File: src/rtl/hz_pkg.sv
package hz_pkg;
   typedef enum logic [1:0] {
      FWD_RF  = 2'b00,
      FWD_WB  = 2'b01,
      FWD_MEM = 2'b10
   } fwd_sel_e;

   localparam int NUM_OPERANDS = 2;
endpackage

File: src/rtl/hz_fwd_pick.sv
module hz_fwd_pick
   import hz_pkg::*;
#(
   parameter int AW = 5,
   parameter bit ZERO_REG_HARDWIRED = 1'b1
) (
   input  logic [AW-1:0] src,
   input  logic [AW-1:0] mem_dst,
   input  logic          mem_wr,
   input  logic [AW-1:0] wb_dst,
   input  logic          wb_wr,
   output fwd_sel_e      sel
);
   logic mem_live;
   logic wb_live;

   generate
      if (ZERO_REG_HARDWIRED) begin : g_zero_skip
         assign mem_live = mem_wr && (mem_dst != '0);
         assign wb_live  = wb_wr  && (wb_dst  != '0);
      end else begin : g_no_skip
         assign mem_live = mem_wr;
         assign wb_live  = wb_wr;
      end
   endgenerate

   always_comb begin
      if (mem_live && (mem_dst == src)) begin
         sel = FWD_MEM;
      end else if (wb_live && (wb_dst == src)) begin
         sel = FWD_WB;
      end else begin
         sel = FWD_RF;
      end
   end
endmodule

File: src/rtl/hz_load_use.sv
module hz_load_use #(
   parameter int AW = 5
) (
   input  logic [AW-1:0] id_src1,
   input  logic [AW-1:0] id_src2,
   input  logic [AW-1:0] ex_dst,
   input  logic          ex_mem_rd,
   output logic          hit
);
   logic match1;
   logic match2;

   assign match1 = (ex_dst == id_src1);
   assign match2 = (ex_dst == id_src2);
   assign hit    = ex_mem_rd && (match1 || match2);
endmodule

File: src/rtl/hz_flow_ctrl.sv
module hz_flow_ctrl (
   input  logic load_use,
   input  logic br_taken,
   output logic hold,
   output logic bubble,
   output logic flush
);
   always_comb begin
      hold   = 1'b0;
      bubble = 1'b0;
      flush  = 1'b0;
      if (load_use) begin
         hold   = 1'b1;
         bubble = 1'b1;
      end else if (br_taken) begin
         flush  = 1'b1;
      end
   end
endmodule

File: src/rtl/hz_unit.sv
module hz_unit
   import hz_pkg::*;
#(
   parameter int AW = 5,
   parameter bit ZERO_REG_HARDWIRED = 1'b1
) (
   input  logic [AW-1:0] ifid_src1,
   input  logic [AW-1:0] ifid_src2,
   input  logic [AW-1:0] idex_src1,
   input  logic [AW-1:0] idex_src2,
   input  logic [AW-1:0] idex_dst,
   input  logic          idex_mem_rd,
   input  logic [AW-1:0] exmem_dst,
   input  logic          exmem_reg_wr,
   input  logic [AW-1:0] memwb_dst,
   input  logic          memwb_reg_wr,
   input  logic          id_br_taken,
   output logic [1:0]    fwd_sel_a,
   output logic [1:0]    fwd_sel_b,
   output logic          pc_ifid_hold,
   output logic          idex_bubble,
   output logic          ifid_flush
);
   if (AW < 1 || AW > 8) begin : g_bad_aw
      $error("hz_unit: AW must lie in 1..8");
   end

   logic [NUM_OPERANDS-1:0][AW-1:0] op_src;
   fwd_sel_e                        op_sel [NUM_OPERANDS];
   logic                            lu_hit;

   assign op_src[0] = idex_src1;
   assign op_src[1] = idex_src2;

   for (genvar g = 0; g < NUM_OPERANDS; g++) begin : g_op
      hz_fwd_pick #(
         .AW(AW),
         .ZERO_REG_HARDWIRED(ZERO_REG_HARDWIRED)
      ) u_pick (
         .src    (op_src[g]),
         .mem_dst(exmem_dst),
         .mem_wr (exmem_reg_wr),
         .wb_dst (memwb_dst),
         .wb_wr  (memwb_reg_wr),
         .sel    (op_sel[g])
      );
   end

   assign fwd_sel_a = op_sel[0];
   assign fwd_sel_b = op_sel[1];

   hz_load_use #(.AW(AW)) u_lu (
      .id_src1  (ifid_src1),
      .id_src2  (ifid_src2),
      .ex_dst   (idex_dst),
      .ex_mem_rd(idex_mem_rd),
      .hit      (lu_hit)
   );

   hz_flow_ctrl u_flow (
      .load_use(lu_hit),
      .br_taken(id_br_taken),
      .hold    (pc_ifid_hold),
      .bubble  (idex_bubble),
      .flush   (ifid_flush)
   );
endmodule

File: config.mk
export PLATFORM = sky130hd
export DESIGN_NAME = hz_unit
export DESIGN_NICKNAME = d
export VERILOG_FILES = /design/src/rtl/hz_pkg.sv /design/src/rtl/hz_fwd_pick.sv /design/src/rtl/hz_load_use.sv /design/src/rtl/hz_flow_ctrl.sv /design/src/rtl/hz_unit.sv
export SDC_FILE = /design/constraint.sdc
export NUM_CORES = 1
export LEC_CHECK = 0
export BUFFER_PORTS_ARGS = -buffer_cell sky130_fd_sc_hd__clkbuf_2
export CORE_AREA = 5 5 42 44
export DETAILED_ROUTE_END_ITERATION = 6
export DIE_AREA = 0 0 47 49
export MAX_ROUTING_LAYER = met4
export PLACE_DENSITY = 0.86
export SLEW_MARGIN = 10
export SYNTH_ARGS = -nofsm -noshare
export SYNTH_HDL_FRONTEND = slang
export SYNTH_SLANG_ARGS = --single-unit
File: constraint.sdc
create_clock -name vclk -period 1
set_clock_uncertainty 0.05 [all_clocks]
set_input_delay 0.05 -clock vclk [all_inputs]
set_output_delay 0.05 -clock vclk [all_outputs]
set_load 0.005 [all_outputs]
==> out/results.tsv, run 1 <==
metric	value	unit
final-hold-violation-count	0	
area_delta_synth_final	111.3	%
die_y	49	µm
vias	598	
start_kind	input pin	
dp_cells	128	
crit_path_cell_trace	buf_8 > or4_1 > o21ai_1 > or4_4 > nor4_4 > buf_2	
grt_pass1_wl	2421	µm
path_class	in2out	
synth.avg_cell_area	8.383	µm²
fp.dieW	47	µm
n_antenna_cell	0	
vias_per_cell	4.636	
hold_depth	4	
antenna_found_initial	0	
wl_per_cell	12.01	µm
fin_ws	-382.2	ps
gp_congestion	0.7496	
cpLargestDelayFamily	simple AND/OR/NAND/NOR gates	
crit_buf_inv	2	
cp_slowest_cell	or4_4	
whs_endpoint	ifid_flush	
instances_no_fill	129	
ioPinCount	46	
final.min_clock_period	1382	ps
synth_warnings	0	
grt_max_degree	4	
hp-start	id_br_taken	
drive_gt1_frac	0.6460	
final_antenna_net_count	0	
grt_pass1_vias	644	
dr.pass1.iters	1	
status	finished with violations	
worst_ep_arrival_time	1280	ps
cts_hold_buf	0	
max_freq	723.5	MHz
clkbuf_count	0	
grt_usage	0.1331	
hp-class	in2out	
design.seq.count	0	
synth_seq_area_share	0	
syn_area	419.2	µm²
violations	negative setup slack	
worst_pin_slew	317.1	ps
fillers	142	
finish.utilization	0.6321	
nets	154	
crit_fanout	3	
overflow	0	
peakVddDrop	0.0001928	V
synth_cell_types	14	
slew_violations	0	
drv_cap	0	
syn_inst	50	
finalCritPeriodShare	1.382	
port_buffers	46	
p_leak	0.4304	nW
crit_path_end_kind	output pin	
rsz0062_at_grt	yes	
drt_iter0_drc	0	
die-area	2303	µm²
register_area	0	µm²
p_per_area	402.8	nW/µm²
rows	14	
wl	1549	µm
core_area	1401	µm²
max_slew_margin	0.7870	
max_stage_delay	550	ps
initial_core_util	0.2991	
setup_viol	4	
crit_required	900	ps
synth_fp_nets	89	
dpl.hpwl	1356	µm
multiInputGateArea	451.7	µm²
drc	0	
-- routing by layer --
| layer | wire length (µm) | global-route usage | vias up |
|---|---|---|---|
| met5 | 0 | - | - |
| met4 | 0 | 0 | 0 |
| met3 | 135 | 0 | 0 |
| met1 | 528 | 0.1457 | 263 |
| li1 | - | - | 303 |
| met2 | 886 | 0.2670 | 32 |
-- report_power, final --
part / internal, mW / switching (mW)
Sequential: 0 / 0
Combinational: 0.204 / 0.152
Clock: 0 / 0
-- layout make-up --
cell class,instances,share of cell area
multi-input combinational,48,0.5099
timing repair buffer,64,0.4633
inverter,1,0.004237
tap,16,0.02260
-- logic make-up after synthesis --
logic type / after synthesis / synth area share
compound gates: 3 / 0.06568
xor+xnor: 30 / 0.6269
buf+inv: 2 / 0.02686
simple gates: 15 / 0.2806
-- cell usage in the layout (no fill, tap or decap) --
master,instances
or4_4,2
buf_2,2
nor4_2,1
nor2_1,1
o21ai_4,1
xor2_1,14
clkbuf_2,38
inv_1,1
o21ai_1,1
nand2_1,2
buf_8,2
xnor2_2,1
buf_6,4
nor4_4,3
nand3_1,2
o22ai_2,1
buf_4,18
xnor2_1,15
nand4_1,2
or4_1,2
-- how the worst max path moves through the flow --
| stage | cells after the start | from | end |
|---|---|---|---|
| global route | 6 | memwb_dst[4] | fwd_sel_a[0] |
| CTS | 5 | memwb_dst[1] | fwd_sel_a[0] |
| detailed placement | 5 | memwb_dst[1] | fwd_sel_a[0] |
| floorplan | 3 | memwb_dst[1] | fwd_sel_a[0] |
| global placement | 5 | memwb_dst[1] | fwd_sel_a[0] |
| finish | 6 | memwb_dst[4] | fwd_sel_a[0] |
-- synthesized netlist by cell type --
library cell / number / area [µm²]
buf_4: 1 / 7.510
nand4_1: 2 / 12.51
o21ai_1: 1 / 5.000
inv_1: 1 / 3.750
nand2_1: 2 / 7.510
or4_4: 1 / 11.26
nand3_1: 2 / 10.01
nor2_1: 1 / 3.750
xnor2_1: 16 / 140.1
o21ai_4: 1 / 16.27
nor4_2: 4 / 50.05
o22ai_1: 1 / 6.260
xor2_1: 14 / 122.6
or4_1: 3 / 22.52
-- timing repair --
item | CTS | global route
gates resized for setup | 1 | 20
setup endpoints to repair | 4 | 7
cloned | 0 | 0
setup buffers | 1 | 0
pin swaps | 0 | 6
-- worst min-delay path, cell delays in order --
cell and delay [ps]:
clkbuf_2 80, inv_1 40, nor2_1 30, clkbuf_2 100
-- stage by stage --
stage	hold WS, ps	power (mW)	setup slack [ps]	instance area, µm²	setup TNS [ps]
after floorplan	120.7	0.1277	-105.5	419.2	-210.9
after global placement	296.8	0.3001	-401.5	789.5	-1253
after detailed placement	302.8	0.3116	-413.0	789.5	-1316
after CTS	303.7	0.3213	-416.5	805.8	-1332
after global routing	317.4	0.3896	-415.9	885.9	-1514
final	299.5	0.3568	-382.2	885.9	-1330
(Power assumes the default switching activity.)
==> run 2: changes to the inputs <==
--- a/config.mk
+++ b/config.mk
@@ -6,12 +6,13 @@
 export NUM_CORES = 1
 export LEC_CHECK = 0
 export BUFFER_PORTS_ARGS = -buffer_cell sky130_fd_sc_hd__clkbuf_2
-export CORE_AREA = 5 5 42 44
+export CORE_MARGIN = 5
+export CORE_UTILIZATION = 34
 export DETAILED_ROUTE_END_ITERATION = 6
-export DIE_AREA = 0 0 47 49
 export MAX_ROUTING_LAYER = met4
-export PLACE_DENSITY = 0.86
+export PLACE_DENSITY = 0.89
 export SLEW_MARGIN = 10
 export SYNTH_ARGS = -nofsm -noshare
 export SYNTH_HDL_FRONTEND = slang
+export SYNTH_HIERARCHICAL = 1
 export SYNTH_SLANG_ARGS = --single-unit
==> run 2 against run 1 <==
  * The run still ends with negative setup slack left
  * Count of clock-buffer cells in the layout unchanged
  * Cell count decreased by 7.0%
  * Total power increased by 5.4%
  * Combinational power increased by 5%
  * Sequential share of layout area unchanged
  * Synthesized cell count increased by 16%
  * Critical path depth decreased by 1
  * Flip-flop and latch count unchanged
  * Critical path type unchanged
  * Largest cell class unchanged
  * Largest power group unchanged
==> out/results.tsv, run 2 <==
metric	value	unit
final.min_clock_period	1074	ps
synth_cell_types	15	
grt_usage	0.1686	
area_delta_synth_final	96.91	%
syn_area	445.4	µm²
antenna_found_initial	0	
violations	negative setup slack	
port_buffers	46	
p_leak	0.4103	nW
rsz0062_at_grt	yes	
crit_path_start	exmem_dst[0]	
cts_hold_buf	0	
grt_max_degree	5	
max_freq	931.1	MHz
syn_inst	58	
grt_pass1_wl	2601	µm
power.internal	0.2064	mW
clkbuf_count	0	
drc	0	
grt_busiest_layer	met2	
synth.avg_cell_area	7.680	µm²
met1_usage	0.1553	
drive_gt1_frac	0.6571	
gp_congestion	0.8199	
dr.pass1.iters	4	
switchingPower	0.1697	mW
finalCritPeriodShare	1.074	
synth.area.top_cells	xnor2_1, xor2_1, o41ai_2	
tns	-179.8	ps
design.seq.count	0	
crit_required	900	ps
final_antenna_net_count	0	
vias_per_cell	5.392	
hp-class	in2out	
crit_path_end_kind	output pin	
dpl.hpwl	1476	µm
pre_cts_ws	-150.8	ps
initial_core_util	0.3511	
setup_viol	4	
vias	647	
fp.dieW	46.20	µm
multiInputGateArea	538.0	µm²
final_cell_mix	clkbuf_2, xnor2_1, xnor2_2	
max_slew_margin	0.8256	
final_common_cell	clkbuf_2	
crit_fanout	4	
n_antenna_cell	0	
p_per_area	428.7	nW/µm²
power_frac_seq	0	
die_y	46.20	µm
worst_ep_arrival_time	970	ps
fillers	90	
synth_seq_area_share	0	
core_area	1269	µm²
synth_top_area_frac	0.3933	
rows	13	
register_area	0	µm²
nets	146	
swShare	0.4512	
critical_path.endpoint	fwd_sel_b[0]	
die-area	2134	µm²
worst_pin_slew	259.5	ps
combinationalPowerShare	1.000	
clock_power_share	0	
fin_ws	-73.96	ps
slew_violations	0	
start_kind	input pin	
grtUsageMet3	0.02734	
met2_usage	0.3489	
path_class	in2out	
grt_pass1_vias	657	
synth_fp_nets	97	
synth_warnings	6	
netlist.top_cell.by_area	xnor2_1	
wl	1869	µm
wl_per_cell	15.58	µm
drv_cap	0	
synth.most_common_cell	xnor2_1	
status	finished with violations	
drt_iter0_drc	15	
final-hold-violation-count	0	
ioPinCount	46	
ys_top_cells_by_count	xnor2_1, nand2_1, xor2_1, nand3_1, nor3_1	
peakVddDrop	0.0002396	V
overflow	0	
==> run 2: final cells by class <==
type,count,area share
Tap cell,15,0.02140
Multi-Input combinational cell,56,0.6134
Timing Repair Buffer,49,0.3652
==> run 2: what timing repair did <==
action / CTS / global route
resized for setup: 18 / 20
setup endpoints to repair: 4 / 7
setup buffers: 1 / 0
pin swaps: 16 / 15
==> run 2: critical path: stages <==
cell	delay [ps]
clkbuf_16	140
o41ai_4	320
a211oi_2	130
nor3_2	200
buf_2	140
==> run 2: logic make-up (layout without fill, tap and decap cells) <==
kind of cell           after synthesis  count (layout)  synth area share
XOR/XNOR                            26              26            0.5112
AND/OR/NAND/NOR                     23              23            0.2893
AO/OA/AOI/OAI                        7               7            0.1657
buffers and inverters                2              49           0.03370
==> run 2: power by group through the flow <==
stage / registers (mW) / clock network (mW) / logic (mW)
6_report: 0 / 0 / 0.376
5_1_grt: 0 / 0 / 0.401
4_1_cts: 0 / 0 / 0.339
3_5_place_dp: 0 / 0 / 0.285
3_3_place_gp: 0 / 0 / 0.271
2_1_floorplan: 0 / 0 / 0.137
==> run 2: metal layers <==
layer / part of all wire / vias to the layer above / wire length, µm
li1: - / 303 / -
met1: 0.35 / 280 / 648
met2: 0.48 / 56 / 903
met3: 0.13 / 8 / 243
met4: 0.040 / 0 / 74
met5: 0 / - / 0
==> run 2: stage by stage <==
step                total power, mW  instance area, µm²  utilization  cells  hold slack (ps)
floorplan                    0.1366               445.4            -     58            149.1
global placement             0.2714               694.4       0.5473    119            334.8
detailed placement           0.2854               694.4       0.5473    119            339.4
CTS                          0.3388               814.5       0.6420    120            340.2
global route                 0.4009               877.1       0.6913    120            358.0
finish                       0.3760               877.1       0.6913    120            344.6
==> run 2: how the worst min path moves through the flow <==
| stage | from | end | slack, ps | cells past startpoint |
|---|---|---|---|---|
| after detailed placement | id_br_taken | ifid_flush | 340 | 3 |
| after CTS | id_br_taken | ifid_flush | 340 | 3 |
| after floorplan | memwb_reg_wr | fwd_sel_a[0] | 150 | 2 |
| after global routing | id_br_taken | ifid_flush | 360 | 3 |
| after global placement | id_br_taken | ifid_flush | 330 | 3 |
| final | id_br_taken | ifid_flush | 340 | 3 |
